### config.mk
export PLATFORM = sky130hd
export DESIGN_NAME = range_overlap_scanner
export DESIGN_NICKNAME = d
export VERILOG_FILES = /design/src/rtl/overlap_scan_pkg.sv /design/src/rtl/ovs_span_decode.sv /design/src/rtl/ovs_span_table.sv /design/src/rtl/ovs_pair_walker.sv /design/src/rtl/ovs_span_compare.sv /design/src/rtl/range_overlap_scanner.sv
export SDC_FILE = /design/constraint.sdc
export NUM_CORES = 1
export LEC_CHECK = 0
export BUFFER_PORTS_ARGS = -buffer_cell sky130_fd_sc_hd__buf_2
export CAP_MARGIN = 20
export CORE_ASPECT_RATIO = 2
export CORE_MARGIN = 8
export CORE_UTILIZATION = 40
export DETAILED_ROUTE_END_ITERATION = 16
export GPL_TIMING_DRIVEN = 0
export PLACE_DENSITY_LB_ADDON = 0.05
export SLEW_MARGIN = 20
export SYNTH_ARGS = -nofsm -noshare
export SYNTH_HDL_FRONTEND = slang
export SYNTH_SLANG_ARGS = --single-unit
export TNS_END_PERCENT = 20
### constraint.sdc
create_clock -name clk -period 4.5 [get_ports clk]
set_clock_uncertainty 0.15 [all_clocks]
set_input_delay 0.45 -clock clk [delete_from_list [all_inputs] [get_ports clk]]
set_output_delay 0.45 -clock clk [all_outputs]
set_load 0.01 [all_outputs]
### src/rtl/overlap_scan_pkg.sv
package overlap_scan_pkg;
  typedef enum logic [1:0] {
    SC_IDLE = 2'd0,
    SC_LOAD = 2'd1,
    SC_CMP  = 2'd2,
    SC_DONE = 2'd3
  } scan_state_t;
endpackage

### src/rtl/ovs_span_decode.sv
module ovs_span_decode #(
  parameter int WORD_W     = 64,
  parameter int PA_W       = 36,
  parameter int PAGE_SHIFT = 12,
  parameter int VALID_BIT  = 11,
  localparam int PG_W      = PA_W - PAGE_SHIFT
) (
  input  logic [WORD_W-1:0] base_word,
  input  logic [WORD_W-1:0] mask_word,
  output logic              span_vld,
  output logic [PG_W:0]     span_lo,
  output logic [PG_W:0]     span_hi
);
  logic [PG_W-1:0] first_pg;
  logic [PG_W-1:0] mask_pg;
  logic [PG_W:0]   size_pg;
  logic [PG_W:0]   last_pg;
  logic            unused_bits;

  assign first_pg = base_word[PA_W-1:PAGE_SHIFT];
  assign mask_pg  = mask_word[PA_W-1:PAGE_SHIFT];
  // bits above the address width read as ones, so negation is 2^PG_W - field
  assign size_pg  = {1'b1, {PG_W{1'b0}}} - {1'b0, mask_pg};
  assign last_pg  = {1'b0, first_pg} + size_pg - {{PG_W{1'b0}}, 1'b1};

  always_comb begin
    span_vld = mask_word[VALID_BIT];
    span_lo  = '0;
    span_hi  = '0;
    if (span_vld) begin
      span_lo = {1'b0, first_pg};
      span_hi = last_pg;
    end
  end

  assign unused_bits = ^{base_word, mask_word};
endmodule

### src/rtl/ovs_span_table.sv
module ovs_span_table #(
  parameter int MAX_RANGES = 8,
  parameter int PG_W       = 24,
  localparam int IDX_W     = $clog2(MAX_RANGES)
) (
  input  logic             clk,
  input  logic             rst,
  input  logic             wr_en,
  input  logic [IDX_W-1:0] wr_idx,
  input  logic             wr_vld,
  input  logic [PG_W:0]    wr_lo,
  input  logic [PG_W:0]    wr_hi,
  input  logic [IDX_W-1:0] a_idx,
  output logic             a_vld,
  output logic [PG_W:0]    a_lo,
  output logic [PG_W:0]    a_hi,
  input  logic [IDX_W-1:0] b_idx,
  output logic             b_vld,
  output logic [PG_W:0]    b_lo,
  output logic [PG_W:0]    b_hi
);
  logic            vld_m [MAX_RANGES];
  logic [PG_W:0]   lo_m  [MAX_RANGES];
  logic [PG_W:0]   hi_m  [MAX_RANGES];

  for (genvar e = 0; e < MAX_RANGES; e++) begin : g_entry
    always_ff @(posedge clk) begin
      if (rst) begin
        vld_m[e] <= 1'b0;
        lo_m[e]  <= '0;
        hi_m[e]  <= '0;
      end else if (wr_en && (wr_idx == IDX_W'(e))) begin
        vld_m[e] <= wr_vld;
        lo_m[e]  <= wr_lo;
        hi_m[e]  <= wr_hi;
      end
    end
  end

  assign a_vld = vld_m[a_idx];
  assign a_lo  = lo_m[a_idx];
  assign a_hi  = hi_m[a_idx];
  assign b_vld = vld_m[b_idx];
  assign b_lo  = lo_m[b_idx];
  assign b_hi  = hi_m[b_idx];
endmodule

### src/rtl/ovs_pair_walker.sv
module ovs_pair_walker #(
  parameter int MAX_RANGES = 8,
  localparam int IDX_W     = $clog2(MAX_RANGES),
  localparam int CNT_W     = IDX_W + 1
) (
  input  logic             clk,
  input  logic             rst,
  input  logic             init,
  input  logic             step,
  input  logic [CNT_W-1:0] cnt,
  output logic [IDX_W-1:0] idx_i,
  output logic [IDX_W-1:0] idx_j,
  output logic             last
);
  logic j_end;

  assign j_end = ({1'b0, idx_j} == (cnt - CNT_W'(1)));
  assign last  = j_end && ({1'b0, idx_i} == (cnt - CNT_W'(2)));

  always_ff @(posedge clk) begin
    if (rst) begin
      idx_i <= '0;
      idx_j <= '0;
    end else if (init) begin
      idx_i <= '0;
      idx_j <= IDX_W'(1);
    end else if (step && !last) begin
      if (j_end) begin
        idx_i <= idx_i + IDX_W'(1);
        idx_j <= idx_i + IDX_W'(2);
      end else begin
        idx_j <= idx_j + IDX_W'(1);
      end
    end
  end

  // inner index always strictly above outer and inside the count
  assert_pair_order_R4: assert property (@(posedge clk) disable iff (rst)
    step |-> (idx_j > idx_i));
  assert_pair_bound_R4: assert property (@(posedge clk) disable iff (rst)
    step |-> ({1'b0, idx_j} < cnt));
endmodule

### src/rtl/ovs_span_compare.sv
module ovs_span_compare #(
  parameter int PG_W = 24
) (
  input  logic          a_vld,
  input  logic [PG_W:0] a_lo,
  input  logic [PG_W:0] a_hi,
  input  logic          b_vld,
  input  logic [PG_W:0] b_lo,
  input  logic [PG_W:0] b_hi,
  output logic          hit
);
  logic b_lo_in_a, b_hi_in_a, a_lo_in_b, a_hi_in_b;

  assign b_lo_in_a = (b_lo >= a_lo) && (b_lo <= a_hi);
  assign b_hi_in_a = (b_hi >= a_lo) && (b_hi <= a_hi);
  assign a_lo_in_b = (a_lo >= b_lo) && (a_lo <= b_hi);
  assign a_hi_in_b = (a_hi >= b_lo) && (a_hi <= b_hi);

  assign hit = a_vld && b_vld &&
               (b_lo_in_a || b_hi_in_a || a_lo_in_b || a_hi_in_b);
endmodule

### src/rtl/range_overlap_scanner.sv
module range_overlap_scanner #(
  parameter int WORD_W     = 64,
  parameter int PA_W       = 36,
  parameter int PAGE_SHIFT = 12,
  parameter int VALID_BIT  = 11,
  parameter int MAX_RANGES = 8,
  localparam int PG_W      = PA_W - PAGE_SHIFT,
  localparam int IDX_W     = $clog2(MAX_RANGES),
  localparam int CNT_W     = IDX_W + 1
) (
  input  logic              clk,
  input  logic              rst,
  input  logic              start,
  input  logic [31:0]       cap_word,
  output logic              rd_en,
  output logic [IDX_W-1:0]  rd_idx,
  input  logic [WORD_W-1:0] rd_base,
  input  logic [WORD_W-1:0] rd_mask,
  output logic              busy,
  output logic              done,
  output logic              overlap
);
  import overlap_scan_pkg::*;

  scan_state_t      state_q, state_d;
  logic [CNT_W-1:0] cnt_q, cnt_new;
  logic [IDX_W-1:0] k_q;
  logic             ovl_q;
  logic             accept, load_last, few;
  logic [7:0]       cap_lo;
  logic             unused_cap;

  logic             dec_vld;
  logic [PG_W:0]    dec_lo, dec_hi;
  logic             a_vld, b_vld;
  logic [PG_W:0]    a_lo, a_hi, b_lo, b_hi;
  logic [IDX_W-1:0] idx_i, idx_j;
  logic             pair_last, hit;

  assign cap_lo     = cap_word[7:0];
  assign unused_cap = ^cap_word[31:8];
  assign cnt_new    = (cap_lo > 8'(MAX_RANGES)) ? CNT_W'(MAX_RANGES)
                                                : cap_lo[CNT_W-1:0];
  assign few        = (cap_lo < 8'd2);
  assign accept     = start && (state_q == SC_IDLE);
  assign load_last  = ({1'b0, k_q} == (cnt_q - CNT_W'(1)));

  always_comb begin
    state_d = state_q;
    case (state_q)
      SC_IDLE: if (start) state_d = few ? SC_DONE : SC_LOAD;
      SC_LOAD: if (load_last) state_d = SC_CMP;
      SC_CMP:  if (hit || pair_last) state_d = SC_DONE;
      default: state_d = SC_IDLE;
    endcase
  end

  always_ff @(posedge clk) begin
    if (rst) begin
      state_q <= SC_IDLE;
      cnt_q   <= '0;
      k_q     <= '0;
      ovl_q   <= 1'b0;
    end else begin
      state_q <= state_d;
      if (accept) begin
        cnt_q <= cnt_new;
        k_q   <= '0;
        ovl_q <= 1'b0;
      end else begin
        if (state_q == SC_LOAD) k_q <= k_q + IDX_W'(1);
        if ((state_q == SC_CMP) && hit) ovl_q <= 1'b1;
      end
    end
  end

  assign rd_en   = (state_q == SC_LOAD);
  assign rd_idx  = k_q;
  assign busy    = (state_q != SC_IDLE);
  assign done    = (state_q == SC_DONE);
  assign overlap = ovl_q;

  ovs_span_decode #(
    .WORD_W(WORD_W), .PA_W(PA_W), .PAGE_SHIFT(PAGE_SHIFT), .VALID_BIT(VALID_BIT)
  ) u_decode (
    .base_word(rd_base), .mask_word(rd_mask),
    .span_vld(dec_vld), .span_lo(dec_lo), .span_hi(dec_hi)
  );

  ovs_span_table #(.MAX_RANGES(MAX_RANGES), .PG_W(PG_W)) u_table (
    .clk(clk), .rst(rst),
    .wr_en(rd_en), .wr_idx(k_q), .wr_vld(dec_vld), .wr_lo(dec_lo), .wr_hi(dec_hi),
    .a_idx(idx_i), .a_vld(a_vld), .a_lo(a_lo), .a_hi(a_hi),
    .b_idx(idx_j), .b_vld(b_vld), .b_lo(b_lo), .b_hi(b_hi)
  );

  ovs_pair_walker #(.MAX_RANGES(MAX_RANGES)) u_walker (
    .clk(clk), .rst(rst),
    .init((state_q == SC_LOAD) && load_last),
    .step(state_q == SC_CMP),
    .cnt(cnt_q),
    .idx_i(idx_i), .idx_j(idx_j), .last(pair_last)
  );

  ovs_span_compare #(.PG_W(PG_W)) u_cmp (
    .a_vld(a_vld), .a_lo(a_lo), .a_hi(a_hi),
    .b_vld(b_vld), .b_lo(b_lo), .b_hi(b_hi),
    .hit(hit)
  );

  assert_done_pulse_R6: assert property (@(posedge clk) disable iff (rst)
    done |=> !done);
  assert_ovl_clear_R6: assert property (@(posedge clk) disable iff (rst)
    (start && !busy) |=> !overlap);
  assert_ovl_source_R5: assert property (@(posedge clk) disable iff (rst)
    $rose(overlap) |-> $past(state_q == SC_CMP));
  assert_ignore_start_R7: assert property (@(posedge clk) disable iff (rst)
    (start && busy) |=> $stable(cnt_q));
  assert_read_range_R10: assert property (@(posedge clk) disable iff (rst)
    rd_en |-> ({1'b0, rd_idx} < cnt_q));
endmodule

==> impl_metrics.ini, run 1 <==
[setup_path]
path_buf_inv = 5
r2r_end = state_q[1]
endpoint_kind = register
crit_top_cell = buf_12
crit_type = register to register
reg2reg_slack_ps = -50
path_cells = buf_8 > buf_12 > buf_12 > buf_4 > mux4_2 > mux2i_2 > inv_1 > ha_1 > nand4_1 > nor3_1 > o21a_1 > o31ai_4 > nand4b_1 > a221oi_2 > or4_1 > nand3_1
cp_data_required_time_ps = 4860
rr_worst_depth = 16
crit_arrival_ps = 4910
cp-endpoint = state_q[1]
path_delay_family = simple AND/OR/NAND/NOR gates
critical_path.max_fanout = 5
crit_slowest_cell = nor3_1
critical-path-max-stage-delay_ps = 690
critical_path_depth = 16
crit_start = u_walker.idx_j[0]
reg2reg_from = u_walker.idx_j[0]
cp-start-kind = register

[clock_network]
clock_latency_ps = 570
clkSinkCount = 419
cts.htree.levels = 2
cts_tree = done
clkTransAtPathRegs_ps = 70
cts-root-buf = clkbuf_16
cts_buffer_depth = 3
cts_made_buffers = 43

[yosys]
syn_inst = 1868
post-synth-top-area-cell = edfxtp_1
synth.distinct_cells = 65
synthTopCellsByCount = edfxtp_1, mux4_2, nor2_1, and2_1, ha_1
yosys_warnings = 0
syn_avg_cell_area_um2 = 13.4
yosys_register_bits = 419
syn_nets = 2168
synth.top_cell.area_share = 0.481
synth_seq_area_share = 0.497
yosys_most_used_dff = edfxtp_1
async_flop_share = 0
syn_area_mm2 = 0.0249
ys_top_cells_by_area = edfxtp_1, mux4_2, ha_1
yosysMostFrequentCell = edfxtp_1
synth_edf_count = 400

[routing]
drt_iter0_drc = 1262
drc_errors = 0
dr_total_vias = 17000
routedWlPerCell_um = 32.2
avgViaCountPerCell = 5.96
dr.pass1.iters = 7
ant_nets = 0
postRouteWirelength_mm = 92.0

[grt]
grt_use_total = 0.258
grt_max_degree = 33
busiest_layer = met2
grtUsageMet1 = 0.280
grt-ovfl-total = 0
use_met2 = 0.468
grt_pass1_vias = 18500
grt_pass1_wl_mm = 129
antenna_found_initial = 0
use_met3 = 0.0256

[sta]
setup_viol = 1
period_share = 1.01
fin_tns_setup_ps = -47.6
timing.fmax_mhz = 220
worst_slack_ps = -47.6
grt_setup_unrepaired = true
worstMarginPinSlew_ps = 1140
max_slew_margin = 0.229
fin_crit_ps = 4550
slew_viol_final = 0
hold_viol = 0

[cells_and_area]
area_delta_synth_final_pct = 19.0
nFillCells = 5621
fin_nets = 2339
regArea_mm2 = 0.0124
multi_input_area_mm2 = 0.0125
diodes = 0
layout-drive-gt1-share = 0.276
post-route-util = 0.480
final_cells = 2859

[run]
maxCapViolCount = 0

[die]
rows = 129
fp.dieH_um = 369
die_x_um = 193
io-pin-count = 170
die-area_mm2 = 0.0711
initial_core_util = 0.404
core_mm2 = 0.0618

[status]
violations = negative setup slack
outcome = finished, violations left

[min_path]
hp-class = input pin to register
hold_path_startpoint = cap_word[1]

[place]
place.gp.congestion = 0.908
port_buffers = 65
hpwl_mm = 66.2
dp_cells = 2729

[power]
power_leakage_nw = 11.0
ir_worst_vdd_mv = 0.330
p_total_mw = 13.1
power_density_mw_per_mm2 = 442
==> worst min-delay path by stage <==
stage	slack, ps	end	cells past startpoint
after CTS	0.8	cnt_q[1]	3
after floorplan	350	cnt_q[2]	2
final	20	cnt_q[1]	3
after detailed placement	320	overlap	2
after global routing	50	cnt_q[1]	3
after global placement	310	overlap	2
==> layer usage <==
metal	vias up	share of wire
met5	-	0
met4	0	0.077
met3	216	0.040
met2	581	0.53
met1	8743	0.35
li1	7490	-
==> layout make-up <==
class | instances | area share
plain buffers | 96 | 0.0308
clock buffers | 51 | 0.0387
clock inverters | 28 | 0.00851
inverters | 106 | 0.0134
multi-input cells | 1245 | 0.420
flip-flops and latches | 419 | 0.418
well taps | 786 | 0.0331
repair buffers | 128 | 0.0375
==> worst reg2reg max path, cell delays in order (launching register included) <==
cell and delay (ps):
dfxtp_2 350, buf_8 140, buf_12 150, buf_12 130, buf_4 200, mux4_2 540, mux2i_2 280, inv_1 110
ha_1 310, nand4_1 150, nor3_1 700, o21a_1 270, o31ai_4 120, nand4b_1 200, a221oi_2 130, or4_1 490
nand3_1 90
==> state kept, by name, summed over array words and instances (netlist names), named ones only <==
signal,flops
u_table.vld_m,8
cnt_q,4
u_walker.idx_j,3
u_table.lo_m,192
rd_idx,3
u_table.hi_m,200
u_walker.idx_i,3
state_q,2
overlap,1
==> cell usage in the layout (no fill, tap or decap), types with 41 or more instances in the layout <==
| master | Yosys | routed |
|---|---|---|
| a21oi_1 | 57 | 56 |
| and2_1 | 195 | 195 |
| buf_2 | 5 | 69 |
| buf_4 | 0 | 45 |
| clkbuf_1 | 65 | 44 |
| clkbuf_16 | 0 | 49 |
| edfxtp_1 | 400 | 400 |
| ha_1 | 136 | 129 |
| inv_1 | 105 | 105 |
| mux4_2 | 200 | 200 |
| nand2_1 | 55 | 55 |
| nor2_1 | 198 | 198 |
| nor3_1 | 42 | 41 |
==> metrics by stage <==
stage	worst slack, ps	hold WS, ps	cell area, um2
after floorplan	64.8	354	24900
after global placement	-2900	315	26300
after detailed placement	-2180	318	26600
after CTS	-21.2	0.770	29300
after global routing	-99.4	51.9	29700
final	-47.6	24.0	29700
==> power breakdown <==
part           switching (mW)  total, mW  leakage (nW)  internal [mW]
clock                    1.64       3.70         0.673           2.06
combinational            2.58       4.65          5.99           2.07
sequential              0.158       4.76          4.30           4.61
total                    4.38       13.1          11.0           8.73
==> repair_timing <==
| action | 4_1_cts | 5_1_grt |
|---|---|---|
| hold buffers | 3 | 0 |
| pin swaps | 16 | 16 |
| resized for setup | 255 | 52 |
| setup endpoints to repair | 3 | 3 |
| setup buffers | 37 | 8 |
| hold endpoints to repair | 3 | 0 |
| cloned | 2 | 3 |
==> cell families after synthesis <==
group,Yosys count,synth area share
AND/OR/NAND/NOR,590,0.121
flip-flops,419,0.497
multiplexers,304,0.224
buffers and inverters,204,0.0312
AO/OA/AOI/OAI,189,0.0496
adder cells (fa/ha/maj),137,0.0690
XOR/XNOR,25,0.00878
No activity file was read; power rests on OpenSTA's default activity.
==> run 2: changes to the inputs <==
--- a/config.mk
+++ b/config.mk
@@ -8,8 +8,8 @@
 export BUFFER_PORTS_ARGS = -buffer_cell sky130_fd_sc_hd__buf_2
 export CAP_MARGIN = 20
 export CORE_ASPECT_RATIO = 2
-export CORE_MARGIN = 8
-export CORE_UTILIZATION = 40
+export CORE_MARGIN = 2
+export CORE_UTILIZATION = 50
 export DETAILED_ROUTE_END_ITERATION = 16
 export GPL_TIMING_DRIVEN = 0
 export PLACE_DENSITY_LB_ADDON = 0.05
==> impl_metrics.ini, run 2 (synthesis results as in run 1) <==
[status]
outcome = finished, violations left
violations = negative setup slack

[setup_path]
crit_slowest_cell = o211ai_1
reg2reg_from = u_walker.idx_j[0]
crit_arrival_ps = 5010
crit_start = u_walker.idx_j[0]
endpoint_kind = register
critical_path.max_fanout = 6
path_delay_family = compound AO/OA/AOI/OAI gates
cp-start-kind = register
path_cells = buf_12 > buf_12 > buf_12 > buf_12 > mux4_2 > mux2_4 > ha_4 > a21oi_1 > a21oi_1 > o211ai_1 > o211ai_1 > nand3b_1 > a221o_1 > a2111o_1 > nand3_2
cp_data_required_time_ps = 4870
critical-path-max-stage-delay_ps = 540
crit_top_cell = buf_12
crit_type = register to register
path_buf_inv = 4

[routing]
dr.pass1.iters = 5
postRouteWirelength_mm = 86.3
ant_nets = 0
avgViaCountPerCell = 6.47
routedWlPerCell_um = 31.8
dr_total_vias = 17500
drc_errors = 0
drt_iter0_drc = 1379

[cells_and_area]
diodes = 0
post-route-util = 0.596
fin_nets = 2339
final_cell_mix = edfxtp_1, mux4_2, nor2_1
largestRegisters = u_table.hi_m (200), u_table.lo_m (192), u_table.vld_m (8)
area_delta_synth_final_pct = 17.6
largest_reg_flops = 200
stdcell_area_mm2 = 0.0293
final_common_cell = edfxtp_1
nFillCells = 4013
layout-drive-gt1-share = 0.275
regMostFlops = u_table.hi_m

[grt]
grt_max_degree = 32
antenna_found_initial = 0
grt_pass1_vias = 18300
grt_pass1_wl_mm = 121
grt_use_total = 0.333
grt-ovfl-total = 0

[sta]
grt_setup_unrepaired = true
fin_tns_setup_ps = -246
setup_viol = 3
timing.fmax_mhz = 216
period_share = 1.03
slew_viol_final = 0
max_slew_margin = 0.219
whs_ps = 101
fin_crit_ps = 4640
hold_viol = 0
worstMarginPinSlew_ps = 1160
worst_slack_ps = -136

[power]
power_leakage_nw = 10.9
ir_worst_vdd_mv = 0.397
power_density_mw_per_mm2 = 437

[die]
initial_core_util = 0.507
die_x_um = 162
die-area_mm2 = 0.0518
fp.dieH_um = 320
core_mm2 = 0.0492
io-pin-count = 170
rows = 115

[clock_network]
cts_buffer_depth = 3
clkTransAtPathRegs_ps = 70
cts-root-buf = clkbuf_16
cts_made_buffers = 41
clock_latency_ps = 580
cts.htree.levels = 2
cts_tree = done
clkSinkCount = 419

[place]
placed_area_mm2 = 0.0263
hpwl_mm = 61.0
place.gp.congestion = 0.959
port_buffers = 65

[min_path]
hold_path_startpoint = rd_base[12]
hp-class = input pin to register

[run]
maxCapViolCount = 0
[run 2: power breakdown]
| part | switching [mW] | leakage, nW | internal (mW) |
|---|---|---|---|
| clock network | 1.58 | 0.609 | 1.86 |
| logic | 2.59 | 5.96 | 2.03 |
| registers | 0.162 | 4.30 | 4.61 |
[run 2: layout make-up]
type                       instances  area [um2]  share of cell area
sequential                       419       12400               0.423
multi-input combinational       1245       12500               0.426
buffer                            95         917              0.0313
inverter                         106         398              0.0136
clock buffer                      50        1060              0.0361
clock inverter                    21         199             0.00678
timing repair buffer             131        1060              0.0362
tap                              643         805              0.0274
[run 2: per-stage QoR]
step	setup WS, ps	power, mW	std cells
detailed placement	-2080	8.68	2584
floorplan	64.8	7.37	1868
finish	-136	12.8	2710
CTS	-77.1	12.4	2686
global route	-80.8	13.3	2710
global placement	-2610	8.54	2576
[run 2: worst paths after layout]
kind	end	slack (ps)	cells past startpoint
max	state_q[0]	-140	15
min	u_table.lo_m[7][0]	100	2
max reg2reg	state_q[0]	-140	15
min reg2reg	overlap	340	2
[run 2: what timing repair did]
item	4_1_cts	5_1_grt
hold buffers	4	0
resized for setup	237	92
pin swaps	18	22
hold endpoints to repair	4	0
gates cloned	1	1
buffers inserted	29	24
endpoints found under the setup margin	3	3
[run 2: routing by layer]
layer / vias to the layer above / part of all wire / GRT usage
met5: - / 0 / 0
met2: 856 / 0.52 / 0.591
met1: 8881 / 0.34 / 0.367
met3: 303 / 0.056 / 0.0370
met4: 0 / 0.085 / 0.234
li1: 7481 / - / -
